[src/rtl/idct4_pkg.sv]
package idct4_pkg;
  localparam int DIM   = 4;
  localparam int CELLS = DIM * DIM;

  typedef enum logic [2:0] {
    ST_IDLE,
    ST_ROW,
    ST_COL,
    ST_BEAT0,
    ST_BEAT1
  } idct4_state_e;
endpackage

[src/rtl/idct4_butterfly.sv]
module idct4_butterfly #(
  parameter int W = 32
) (
  input  logic signed [W-1:0] a0,
  input  logic signed [W-1:0] a1,
  input  logic signed [W-1:0] a2,
  input  logic signed [W-1:0] a3,
  output logic signed [W-1:0] y0,
  output logic signed [W-1:0] y1,
  output logic signed [W-1:0] y2,
  output logic signed [W-1:0] y3
);
  logic signed [W-1:0] e, f, g, h;

  always_comb begin
    e  = a0 + a2;
    f  = a0 - a2;
    g  = (a1 >>> 1) - a3;
    h  = a1 + (a3 >>> 1);
    y0 = e + h;
    y1 = f + g;
    y2 = f - g;
    y3 = e - h;
  end
endmodule

[src/rtl/idct4_pixel.sv]
module idct4_pixel #(
  parameter int W        = 32,
  parameter int PIX_W    = 10,
  parameter int NARROW_W = 16,
  parameter int SHIFT    = 6
) (
  input  logic signed [W-1:0] val,
  input  logic [PIX_W-1:0]    pred,
  output logic [PIX_W-1:0]    pix
);
  localparam int NMAX = (1 << (NARROW_W - 1)) - 1;
  localparam int NMIN = -(1 << (NARROW_W - 1));
  localparam int PMAX = (1 << PIX_W) - 1;
  localparam logic signed [W-1:0]        HI_W   = W'(NMAX);
  localparam logic signed [W-1:0]        LO_W   = W'(NMIN);
  localparam logic signed [NARROW_W:0]   HI_X   = (NARROW_W + 1)'(NMAX);
  localparam logic signed [NARROW_W:0]   LO_X   = (NARROW_W + 1)'(NMIN);
  localparam logic signed [NARROW_W-1:0] PMAX_N = NARROW_W'(PMAX);

  logic signed [W-1:0]        shifted;
  logic signed [NARROW_W-1:0] narrow;
  logic signed [NARROW_W:0]   wide;
  logic signed [NARROW_W-1:0] sum;

  always_comb begin
    shifted = val >>> SHIFT;
    if (shifted > HI_W)      narrow = NARROW_W'(NMAX);
    else if (shifted < LO_W) narrow = NARROW_W'(NMIN);
    else                     narrow = shifted[NARROW_W-1:0];

    wide = {narrow[NARROW_W-1], narrow}
         + $signed({{(NARROW_W + 1 - PIX_W){1'b0}}, pred});
    if (wide > HI_X)      sum = NARROW_W'(NMAX);
    else if (wide < LO_X) sum = NARROW_W'(NMIN);
    else                  sum = wide[NARROW_W-1:0];

    if (sum < 0)           pix = '0;
    else if (sum > PMAX_N) pix = PIX_W'(PMAX);
    else                   pix = sum[PIX_W-1:0];
  end

  always_comb begin
    if (pred == '0 && val < 0)
      AST_NEG_ON_ZERO_PRED: assert (pix == '0);
    if (val >= 0 && val < W'(1 << SHIFT))
      AST_SMALL_KEEPS_PRED: assert (pix == pred);
  end
endmodule

[src/rtl/idct4_ctrl.sv]
module idct4_ctrl (
  input  logic clk,
  input  logic rst_n,
  input  logic in_valid,
  input  logic out_ready,
  output logic in_ready,
  output logic load_in,
  output logic load_mid,
  output logic load_res,
  output logic out_valid,
  output logic out_pair,
  output logic done
);
  import idct4_pkg::*;

  idct4_state_e state_q, state_d;
  logic         done_q;

  always_comb begin
    in_ready  = (state_q == ST_IDLE);
    load_in   = in_ready && in_valid;
    load_mid  = (state_q == ST_ROW);
    load_res  = (state_q == ST_COL);
    out_valid = (state_q == ST_BEAT0) || (state_q == ST_BEAT1);
    out_pair  = (state_q == ST_BEAT1);
    done      = done_q;
    state_d   = state_q;
    unique case (state_q)
      ST_IDLE:  if (in_valid)  state_d = ST_ROW;
      ST_ROW:                  state_d = ST_COL;
      ST_COL:                  state_d = ST_BEAT0;
      ST_BEAT0: if (out_ready) state_d = ST_BEAT1;
      ST_BEAT1: if (out_ready) state_d = ST_IDLE;
      default:                 state_d = ST_IDLE;
    endcase
  end

  always_ff @(posedge clk or negedge rst_n) begin
    if (!rst_n) begin
      state_q <= ST_IDLE;
      done_q  <= 1'b0;
    end else begin
      state_q <= state_d;
      done_q  <= (state_q == ST_BEAT1) && out_ready;
    end
  end

  AST_BUSY_WHILE_OUT: assert property (@(posedge clk) disable iff (!rst_n)
    out_valid |-> !in_ready);
  AST_DONE_ONE_CYCLE: assert property (@(posedge clk) disable iff (!rst_n)
    done |=> !done);
endmodule

[src/rtl/idct4_recon.sv]
module idct4_recon #(
  parameter int COEF_W   = 20,
  parameter int INT_W    = 32,
  parameter int PIX_W    = 10,
  parameter int NARROW_W = 16,
  parameter int SHIFT    = 6,
  parameter int BIAS     = 32
) (
  input  logic                                    clk,
  input  logic                                    rst_n,
  input  logic                                    in_valid,
  output logic                                    in_ready,
  input  logic [idct4_pkg::CELLS*COEF_W-1:0]      in_coef,
  input  logic [idct4_pkg::CELLS*PIX_W-1:0]       in_pred,
  output logic                                    out_valid,
  input  logic                                    out_ready,
  output logic                                    out_pair,
  output logic [(idct4_pkg::CELLS/2)*PIX_W-1:0]   out_pix,
  output logic                                    done
);
  import idct4_pkg::*;

  localparam int BEAT = CELLS / 2;
  localparam logic signed [INT_W-1:0] BIAS_V = INT_W'(BIAS);

  logic load_in, load_mid, load_res;

  logic signed [INT_W-1:0] coef_ext [CELLS];
  logic signed [INT_W-1:0] coef_q   [CELLS];
  logic [PIX_W-1:0]        pred_q   [CELLS];
  logic signed [INT_W-1:0] row_y    [CELLS];
  logic signed [INT_W-1:0] mid_q    [CELLS];
  logic signed [INT_W-1:0] col_y    [CELLS];
  logic [PIX_W-1:0]        pix_d    [CELLS];
  logic [PIX_W-1:0]        res_q    [CELLS];

  idct4_ctrl u_ctrl (
    .clk      (clk),
    .rst_n    (rst_n),
    .in_valid (in_valid),
    .out_ready(out_ready),
    .in_ready (in_ready),
    .load_in  (load_in),
    .load_mid (load_mid),
    .load_res (load_res),
    .out_valid(out_valid),
    .out_pair (out_pair),
    .done     (done)
  );

  for (genvar i = 0; i < CELLS; i++) begin : g_ext
    assign coef_ext[i] = {{(INT_W - COEF_W){in_coef[i*COEF_W + COEF_W - 1]}},
                          in_coef[i*COEF_W +: COEF_W]};
  end

  // first pass: one butterfly per coefficient row
  for (genvar r = 0; r < DIM; r++) begin : g_row
    idct4_butterfly #(.W(INT_W)) u_bf (
      .a0(coef_q[r*DIM + 0]), .a1(coef_q[r*DIM + 1]),
      .a2(coef_q[r*DIM + 2]), .a3(coef_q[r*DIM + 3]),
      .y0(row_y[r*DIM + 0]),  .y1(row_y[r*DIM + 1]),
      .y2(row_y[r*DIM + 2]),  .y3(row_y[r*DIM + 3])
    );
  end

  // second pass: mid_q is stored transposed, vector j = column j
  for (genvar j = 0; j < DIM; j++) begin : g_col
    idct4_butterfly #(.W(INT_W)) u_bf (
      .a0(mid_q[j*DIM + 0]), .a1(mid_q[j*DIM + 1]),
      .a2(mid_q[j*DIM + 2]), .a3(mid_q[j*DIM + 3]),
      .y0(col_y[0*DIM + j]), .y1(col_y[1*DIM + j]),
      .y2(col_y[2*DIM + j]), .y3(col_y[3*DIM + j])
    );
  end

  for (genvar i = 0; i < CELLS; i++) begin : g_pix
    idct4_pixel #(
      .W(INT_W), .PIX_W(PIX_W), .NARROW_W(NARROW_W), .SHIFT(SHIFT)
    ) u_pix (
      .val (col_y[i]),
      .pred(pred_q[i]),
      .pix (pix_d[i])
    );
  end

  always_ff @(posedge clk or negedge rst_n) begin
    if (!rst_n) begin
      for (int i = 0; i < CELLS; i++) begin
        coef_q[i] <= '0;
        pred_q[i] <= '0;
        mid_q[i]  <= '0;
        res_q[i]  <= '0;
      end
    end else begin
      if (load_in) begin
        for (int i = 0; i < CELLS; i++) begin
          coef_q[i] <= coef_ext[i];
          pred_q[i] <= in_pred[i*PIX_W +: PIX_W];
        end
      end
      if (load_mid) begin
        for (int j = 0; j < DIM; j++) begin
          for (int r = 0; r < DIM; r++) begin
            mid_q[j*DIM + r] <= row_y[r*DIM + j] + ((r == 0) ? BIAS_V : '0);
          end
        end
      end
      if (load_res) begin
        for (int i = 0; i < CELLS; i++) res_q[i] <= pix_d[i];
      end
    end
  end

  always_comb begin
    for (int s = 0; s < BEAT; s++) begin
      out_pix[s*PIX_W +: PIX_W] = res_q[(out_pair ? BEAT : 0) + s];
    end
  end

  AST_STALL_HOLDS: assert property (@(posedge clk) disable iff (!rst_n)
    (out_valid && !out_ready) |=> (out_valid && $stable(out_pix) && $stable(out_pair)));
  AST_BEAT_ORDER: assert property (@(posedge clk) disable iff (!rst_n)
    (out_valid && out_ready && !out_pair) |=> (out_valid && out_pair));
  AST_DONE_AFTER_LAST: assert property (@(posedge clk) disable iff (!rst_n)
    $rose(done) |-> $past(out_valid && out_ready && out_pair));
  AST_TAKE_THEN_QUIET: assert property (@(posedge clk) disable iff (!rst_n)
    (in_valid && in_ready) |=> (!in_ready && !out_valid));
endmodule

[config.mk]
export PLATFORM = sky130hd
export DESIGN_NAME = idct4_recon
export DESIGN_NICKNAME = d
export VERILOG_FILES = /design/src/rtl/idct4_pkg.sv /design/src/rtl/idct4_butterfly.sv /design/src/rtl/idct4_pixel.sv /design/src/rtl/idct4_ctrl.sv /design/src/rtl/idct4_recon.sv
export SDC_FILE = /design/constraint.sdc
export NUM_CORES = 2
export LEC_CHECK = 0
export ABC_CLOCK_PERIOD_IN_PS = 10700
export CORE_MARGIN = 3
export CORE_UTILIZATION = 40
export CTS_BUF_LIST = sky130_fd_sc_hd__clkbuf_2 sky130_fd_sc_hd__clkbuf_4 sky130_fd_sc_hd__clkbuf_8
export CTS_CLUSTER_SIZE = 28
export DETAILED_ROUTE_END_ITERATION = 7
export DONT_BUFFER_PORTS = 1
export PLACE_DENSITY_LB_ADDON = 0.1
export SYNTH_ARGS = -nofsm -noshare
export SYNTH_HDL_FRONTEND = slang
export SYNTH_SLANG_ARGS = --single-unit
[constraint.sdc]
create_clock -name clk -period 10.7 [get_ports clk]
set_input_delay 2.675 -clock clk [delete_from_list [all_inputs] [get_ports clk]]
set_output_delay 2.675 -clock clk [all_outputs]
set_load 0.005 [all_outputs]
-- After elaboration in Yosys (flattened, before gate mapping)
Cells that the tools add are included.
- flip-flop bits (word level): 1156
- input bits: 484
- output and inout port bits: 84
- word-level logic and storage cells: 406
- add/sub/neg operators: 91
- magnitude comparators: 104
- equality and inequality tests: 7
- multiplexer cells: 125
- bitwise operators: 8
- reductions and logical operators: 5
- operators with widths (cell ; number):
    $mux W16 ; 64
    $mux W10 ; 48
    $gt A26 B16 Y1 const B ; 16
    $lt A26 B16 Y1 const B ; 16
    $add A32 B32 Y32 ; 12
    $sub A32 B32 Y32 ; 12
    $bmux W10 S4 ; 8
    $add A16 B11 Y17 ; 16
    $gt A17 B16 Y1 const B ; 16
    $lt A17 B16 Y1 const B ; 16
    $ge A32 B5 Y1 const B ; 8
    $gt A16 B11 Y1 const B ; 16
    $lt A16 B1 Y1 const B ; 16
    $not A32 Y32 ; 7
    $add A21 B21 Y22 ; 8
    $sub A21 B21 Y22 ; 8
    $add A32 B31 Y32 ; 4
    $add A32 B6 Y32 const B ; 4
    $sub A31 B32 Y32 ; 4
    $add A32 B4 Y32 const B ; 3
    $add A20 B19 Y21 ; 4
    $add A20 B20 Y21 ; 4
    $sub A19 B20 Y21 ; 4
    $sub A20 B20 Y21 ; 4
    other kinds (15) ; 22

-- Depth between registers and ports, before layout
- depth in word-level cells: 12
- mapped depth: 51
- depth with buffers taken out: 48

-- Modules after synthesis
Synthesis repeated with hierarchy kept, for this count alone.
- cells, all modules: 19666
- area, all modules: 160400.1 µm²
- by module, submodules not included (module ; times used ; cells each ; area an instance (µm²) ; sequential area each (µm²)):
    idct4_butterfly (g_col[0].u_bf ...) ; 5 ; 1850 ; 12529.5 ; 0.0
    idct4_recon ; 1 ; 2963 ; 45182.1 ; 28827.6
    idct4_pixel (g_pix[10].u_pix ...) ; 14 ; 125 ; 938.4 ; 0.0
    idct4_butterfly (g_row[3].u_bf) ; 1 ; 1849 ; 12640.9 ; 0.0
    idct4_butterfly (g_col[2].u_bf) ; 1 ; 1821 ; 12477.0 ; 0.0
    idct4_butterfly (g_col[1].u_bf) ; 1 ; 1762 ; 12240.5 ; 0.0
    idct4_pixel (g_pix[0].u_pix ...) ; 2 ; 125 ; 928.4 ; 0.0
    idct4_ctrl ; 1 ; 21 ; 217.7 ; 100.1

-- Worst setup path after synthesis
Ideal clock, no wire load.
- kind: register to register
- from: register mid_q[65] (netlist name)
- to: register res_q[40] (netlist name)
- setup time: 126 ps
- arrival: 9550 ps
- required time: 10574 ps
- setup slack: 1024 ps
- cell stages (with the launch flop): 49
- path buffers: 3
- period minus slack after synthesis: 9676 ps
- cells stage by stage: dfrtp_1 > inv_1 > ha_1 > fa_1 > nor2b_1 > o21ai_0 > a21boi_0 > o21ai_0 > a21boi_0 > o21ai_0 > a21boi_0 > o21a_1 > o21ai_0 > a2111oi_0 > nor3_1 > o41ai_1 > a21oi_1 > xnor2_1 > [13 not listed] > clkbuf_1 > o21ai_0 > ha_1 > a21o_1 > a21o_1 > a21o_1 > a21oi_1 > o21bai_1 > a21oi_1 > o21bai_1 > a21oi_1 > o21bai_1 > nor3_1 > o2111ai_1 > o21a_1 > a2bb2o_1 > buf_2 > a221o_1
- longest elaborated chain between the ends: 12
- elaborated cells between the ends (all ways): 15
- classes of those cells: add/sub (3); order compare (6); mux (6)
- RTL lines (what ; line ; RTL):
    from (decl) ; idct4_recon.sv:32 ; logic signed [INT_W-1:0] mid_q [CELLS];
    from (signal, indexed assignment) ; idct4_recon.sv:104 ; mid_q[j*DIM + r] <= row_y[r*DIM + j] + ((r == 0) ? BIAS_V : '0);
    $sub A31 B32 Y32 * ; idct4_butterfly.sv:18 ; g = (a1 >>> 1) - a3;
    $sub A32 B32 Y32 * ; idct4_butterfly.sv:22 ; y2 = f - g;
    $lt A26 B16 Y1 ; idct4_pixel.sv:28 ; else if (shifted < LO_W) narrow = NARROW_W'(NMIN);
    $mux W16 ; idct4_pixel.sv:28 ;
    $mux W16 * ; idct4_pixel.sv:27 ; if (shifted > HI_W) narrow = NARROW_W'(NMAX);
    $add A16 B11 Y17 * ; idct4_pixel.sv:32 ; + $signed({{(NARROW_W + 1 - PIX_W){1'b0}}, pred});
    $lt A17 B16 Y1 ; idct4_pixel.sv:34 ; else if (wide < LO_X) sum = NARROW_W'(NMIN);
    $mux W16 ; idct4_pixel.sv:34 ;
    $mux W16 * ; idct4_pixel.sv:33 ; if (wide > HI_X) sum = NARROW_W'(NMAX);
    $gt A16 B11 Y1 ; idct4_pixel.sv:38 ; else if (sum > PMAX_N) pix = PIX_W'(PMAX);
    $mux W10 ; idct4_pixel.sv:38 ;
    $mux W10 * ; idct4_pixel.sv:37 ; if (sum < 0) pix = '0;
    to (signal, indexed assignment) ; idct4_recon.sv:92 ; res_q[i] <= '0;
    to (decl) ; idct4_recon.sv:35 ; logic [PIX_W-1:0] res_q [CELLS];
Mark *: on every way between the ends. The rest lies on a longest branch, timed or not.
A chain may end at the register's enable or synchronous reset.

==> reports/results.tsv <==
stage	metric	value	unit
finish	fraction of final layout cells with drive strength greater than 1	8.41	%
setup_path	Setup crit start	mid_q[64]$_DFFE_PN0P_	
finish	Area Growth Syn to Fin	8.19	%
setup_path	number of cell instances on the worst register-to-register path	43	
worst_hold_path	worst hold stages	2	
synthesis	sequential-to-total area share from yosys stat	21.9	%
clock_tree	H-tree depth	4	
finish	Post-Layout Cell Count	18700	
run_status	violated checks	capacitance limit, slew limit	
setup_path	stage delay of the slowest cell on the critical path	0.53	ns
timing	Clock Skews	0.112	ns
floorplanning	area inside the core boundary	0.292	sq mm
synthesis	per-instance average area after synthesis	7.98	sq um
setup_path	Critical Path Source Type	register	
detailed_routing	first-pass iteration count of the detailed router	6	
global_route	via count of the first global-routing pass	96300	
placement	instance area at placement	0.122	sq mm
placement	# placed instances	18200	
timing	Final Worst Setup Slack	0.537	ns
global_route	residual overflow from global routing	0	
floorplanning	die extent in x	548	microns
timing	total count of hold-check failures in the final report	0	
run_status	result of the run	finished with violations	
floorplanning	number of placed I/O pins	568	
global_route	fraction of met3 tracks used by global routing	4.41	%
clock_tree	CTS clock-pin slew for the worst setup and hold paths	0.06	ns
detailed_routing	vias per cell	5.55	
synthesis	Syn Nets	17000	
global_route	Global Route met2 Usage	41.2	%
synthesis	number of synthesis warnings	0	
floorplanning	overall die area	0.300	sq mm
clock_tree	TritonCTS clock tree	done	
synthesis	Synth async-reset ratio	100	%
clock_tree	Root Driver	sky130_fd_sc_hd__clkbuf_8	
finish	post-route design area	0.127	sq mm
global_route	GRT Overall Usage	28.2	%
synthesis	number of flip-flops and latches in the synthesized netlist	1028	
detailed_routing	Avg WL per Cell	23.7	microns
worst_hold_path	worst min-delay path endpoint	res_q[113]$_DFFE_PN0N_	
floorplanning	initial core utilization	40.3	%
setup_path	critical path data required time	11.58	ns
floorplanning	Row Count	198	
setup_path	Critical Setup Path Class	register to register	
placement	worst setup timing slack at the placement stage	-0.00573	ns
timing	total of endpoints with negative setup slack in the final report	0	
setup_path	source of the worst register-to-register timing path	mid_q[64]$_DFFE_PN0P_	
synthesis	synthesized netlist cell count	14700	
detailed_routing	number of remaining DRC errors	0	
synthesis	synthesized cell area	0.118	sq mm
global_route	gr busiest metal	met1	
finish	commonest non-fill, non-tap cell in the layout	sky130_fd_sc_hd__ha_1	
timing	fin crit share	95.0	%
placement	final estimated routing congestion in global placement	0.983	
job	max-capacitance violation count	1	
global_route	initial antenna violation count	52	
timing	Total Neg Setup Slack	0	ns
global_route	maximum number of pins on one net before global-route repair	222	
clock_tree	Hold Buf Count CTS	0	
finish	register area	0.0257	sq mm
floorplanning	height of the die	548	microns
detailed_routing	DR iter-0 viols	8505	
clock_tree	Clock Latency Late Sink	1.07	ns
timing	Least-Margin Pin Slew	1.49	ns
clock_tree	clk buf depth	4	
synthesis	Primary FF master, synth	sky130_fd_sc_hd__dfrtp_1	
synthesis	EDFF count, synth	0	
synthesis	number of distinct library cells after synthesis	115	
detailed_routing	Post-DRT Antenna Nets	0	
setup_path	CP arrival	11.05	ns
clock_tree	Clock Sink Count	1028	
setup_path	critical-path cell with the highest stage delay	sky130_fd_sc_hd__or4_1	
finish	Filler cells	30200	
worst_hold_path	hold_sp	res_q[113]$_DFFE_PN0N_	
finish	area taken by multi-input logic gates	0.0848	sq mm
placement	post-detailed-placement half-perimeter wirelength	372000	microns
finish	most used cells in the layout excluding fill and tap cells	sky130_fd_sc_hd__ha_1 (1,710), sky130_fd_sc_hd__inv_1 (1,529), sky130_fd_sc_hd__nand2_1 (1,346)	
detailed_routing	overall via count from detail_route	104000	
placement	number of buffers added on ports	0	
timing	achievable clock frequency	98.4	MHz
worst_hold_path	type of the worst min-delay path	register to register	
setup_path	critical path endpoint category	register	
global_route	first-pass GRT wire length	641000	microns
finish	number of nets in the finished design	16800	
global_route	met1 global-route usage	42.0	%
detailed_routing	Routed WL	441000	microns
clock_tree	total clock buffers created by CTS	203	
timing	Max-Slew Margin vs Limit	-0.131	%
setup_path	end of the worst register-to-register path	res_q[150]$_DFFE_PN0N_	
timing	number of pins exceeding their max-slew limit in the final report	1	
setup_path	worst setup slack for register-to-register paths	0.54	ns
setup_path	critical-path maximum fanout	10	
timing	crit path time final	10.16	ns
-- worst max-delay path by stage --
stage          cells past startpoint  slack (ns)                      to
2_1_floorplan                     48        1.02   res_q[40]$_DFFE_PN0N_
3_3_place_gp                      46      -0.005   res_q[78]$_DFFE_PN0N_
3_5_place_dp                      46      -0.006   res_q[79]$_DFFE_PN0N_
4_1_cts                           47        0.04   res_q[74]$_DFFE_PN0N_
5_1_grt                           47       -0.07   res_q[67]$_DFFE_PN0N_
6_report                          43        0.54  res_q[150]$_DFFE_PN0N_
-- cell families after synthesis --
logic type | after synthesis | share of synthesized area, %
compound gates | 4151 | 22.7
flops | 1028 | 21.9
fa+ha+maj | 1784 | 19.4
mux | 336 | 3.20
buf+inv | 2088 | 6.70
xor+xnor | 1414 | 10.6
simple gates | 3936 | 15.6
-- worst max-delay path: cells and delay by family, from the launching register on --
family                     cells  cell delay (ns)
DFF                            1             0.47
buffers and inverters          2             0.12
xor gates and xnor gates       1             0.20
muxes                          1             0.28
AOI/OAI and AO/OA             25             5.11
and+or+nand+nor                9             2.21
adders and majority gates      5             1.58
-- final cells by class --
class                      count  area share [%]
clock buffer                 312            3.08
timing repair buffer         166            1.13
multi-input combinational  11600            66.6
antenna                       36          0.0708
sequential                  1028            20.2
clock inverter                51           0.485
tap                         3900            3.84
inverter                    1536            4.53
-- cells in the mapped netlist (81+ instances only) --
cell type / n / area (sq um)
sky130_fd_sc_hd__a211oi_1: 83 / 623
sky130_fd_sc_hd__a21boi_0: 85 / 638
sky130_fd_sc_hd__a21o_1: 354 / 2660
sky130_fd_sc_hd__a21oi_1: 1076 / 5390
sky130_fd_sc_hd__a31oi_1: 107 / 669
sky130_fd_sc_hd__and3_1: 88 / 551
sky130_fd_sc_hd__clkbuf_1: 507 / 1900
sky130_fd_sc_hd__dfrtp_1: 1028 / 25700
sky130_fd_sc_hd__ha_1: 1720 / 21500
sky130_fd_sc_hd__inv_1: 1529 / 5740
sky130_fd_sc_hd__mux2_2: 323 / 3640
sky130_fd_sc_hd__nand2_1: 1350 / 5070
sky130_fd_sc_hd__nand2b_1: 160 / 1000
sky130_fd_sc_hd__nand3_1: 158 / 791
sky130_fd_sc_hd__nor2_1: 1116 / 4190
sky130_fd_sc_hd__nor2b_1: 168 / 1050
sky130_fd_sc_hd__nor3_1: 288 / 1440
sky130_fd_sc_hd__nor4_1: 81 / 507
sky130_fd_sc_hd__o21a_1: 132 / 991
sky130_fd_sc_hd__o21ai_0: 1200 / 6010
sky130_fd_sc_hd__o21bai_1: 313 / 2350
sky130_fd_sc_hd__o31ai_1: 91 / 683
sky130_fd_sc_hd__or2_2: 92 / 576
sky130_fd_sc_hd__or3_1: 114 / 713
sky130_fd_sc_hd__xnor2_1: 1020 / 8930
sky130_fd_sc_hd__xor2_1: 392 / 3430
-- per-stage QoR --
stage	hold slack, ns	utilization [%]
CTS	0.484	43.3
floorplan	0.450	-
global placement	0.463	41.7
finish	0.483	43.6
global route	0.499	43.6
detailed placement	0.469	41.7
-- flip-flops by register name, indices dropped and copies added (netlist names) --
name / cells
mid_q: 384
coef_q: 320
pred_q: 160
res_q: 160
u_ctrl.state_q: 3
u_ctrl.done: 1
-- timing repair --
item                                    CTS  global route
endpoints found under the setup margin   30           160
buffers inserted                          0            13
pin swaps                                 0            27
resized for setup                         4           180
-- routing by layer --
layer / vias up / part of all wire, %
li1: 50700 / -
met1: 49400 / 49
met2: 2950 / 41
met3: 480 / 6.4
met4: 20 / 3.4
met5: - / 0.030
Power is not shown: default switching activity piles up to over one toggle a cycle in this logic, so the estimate is an artifact.
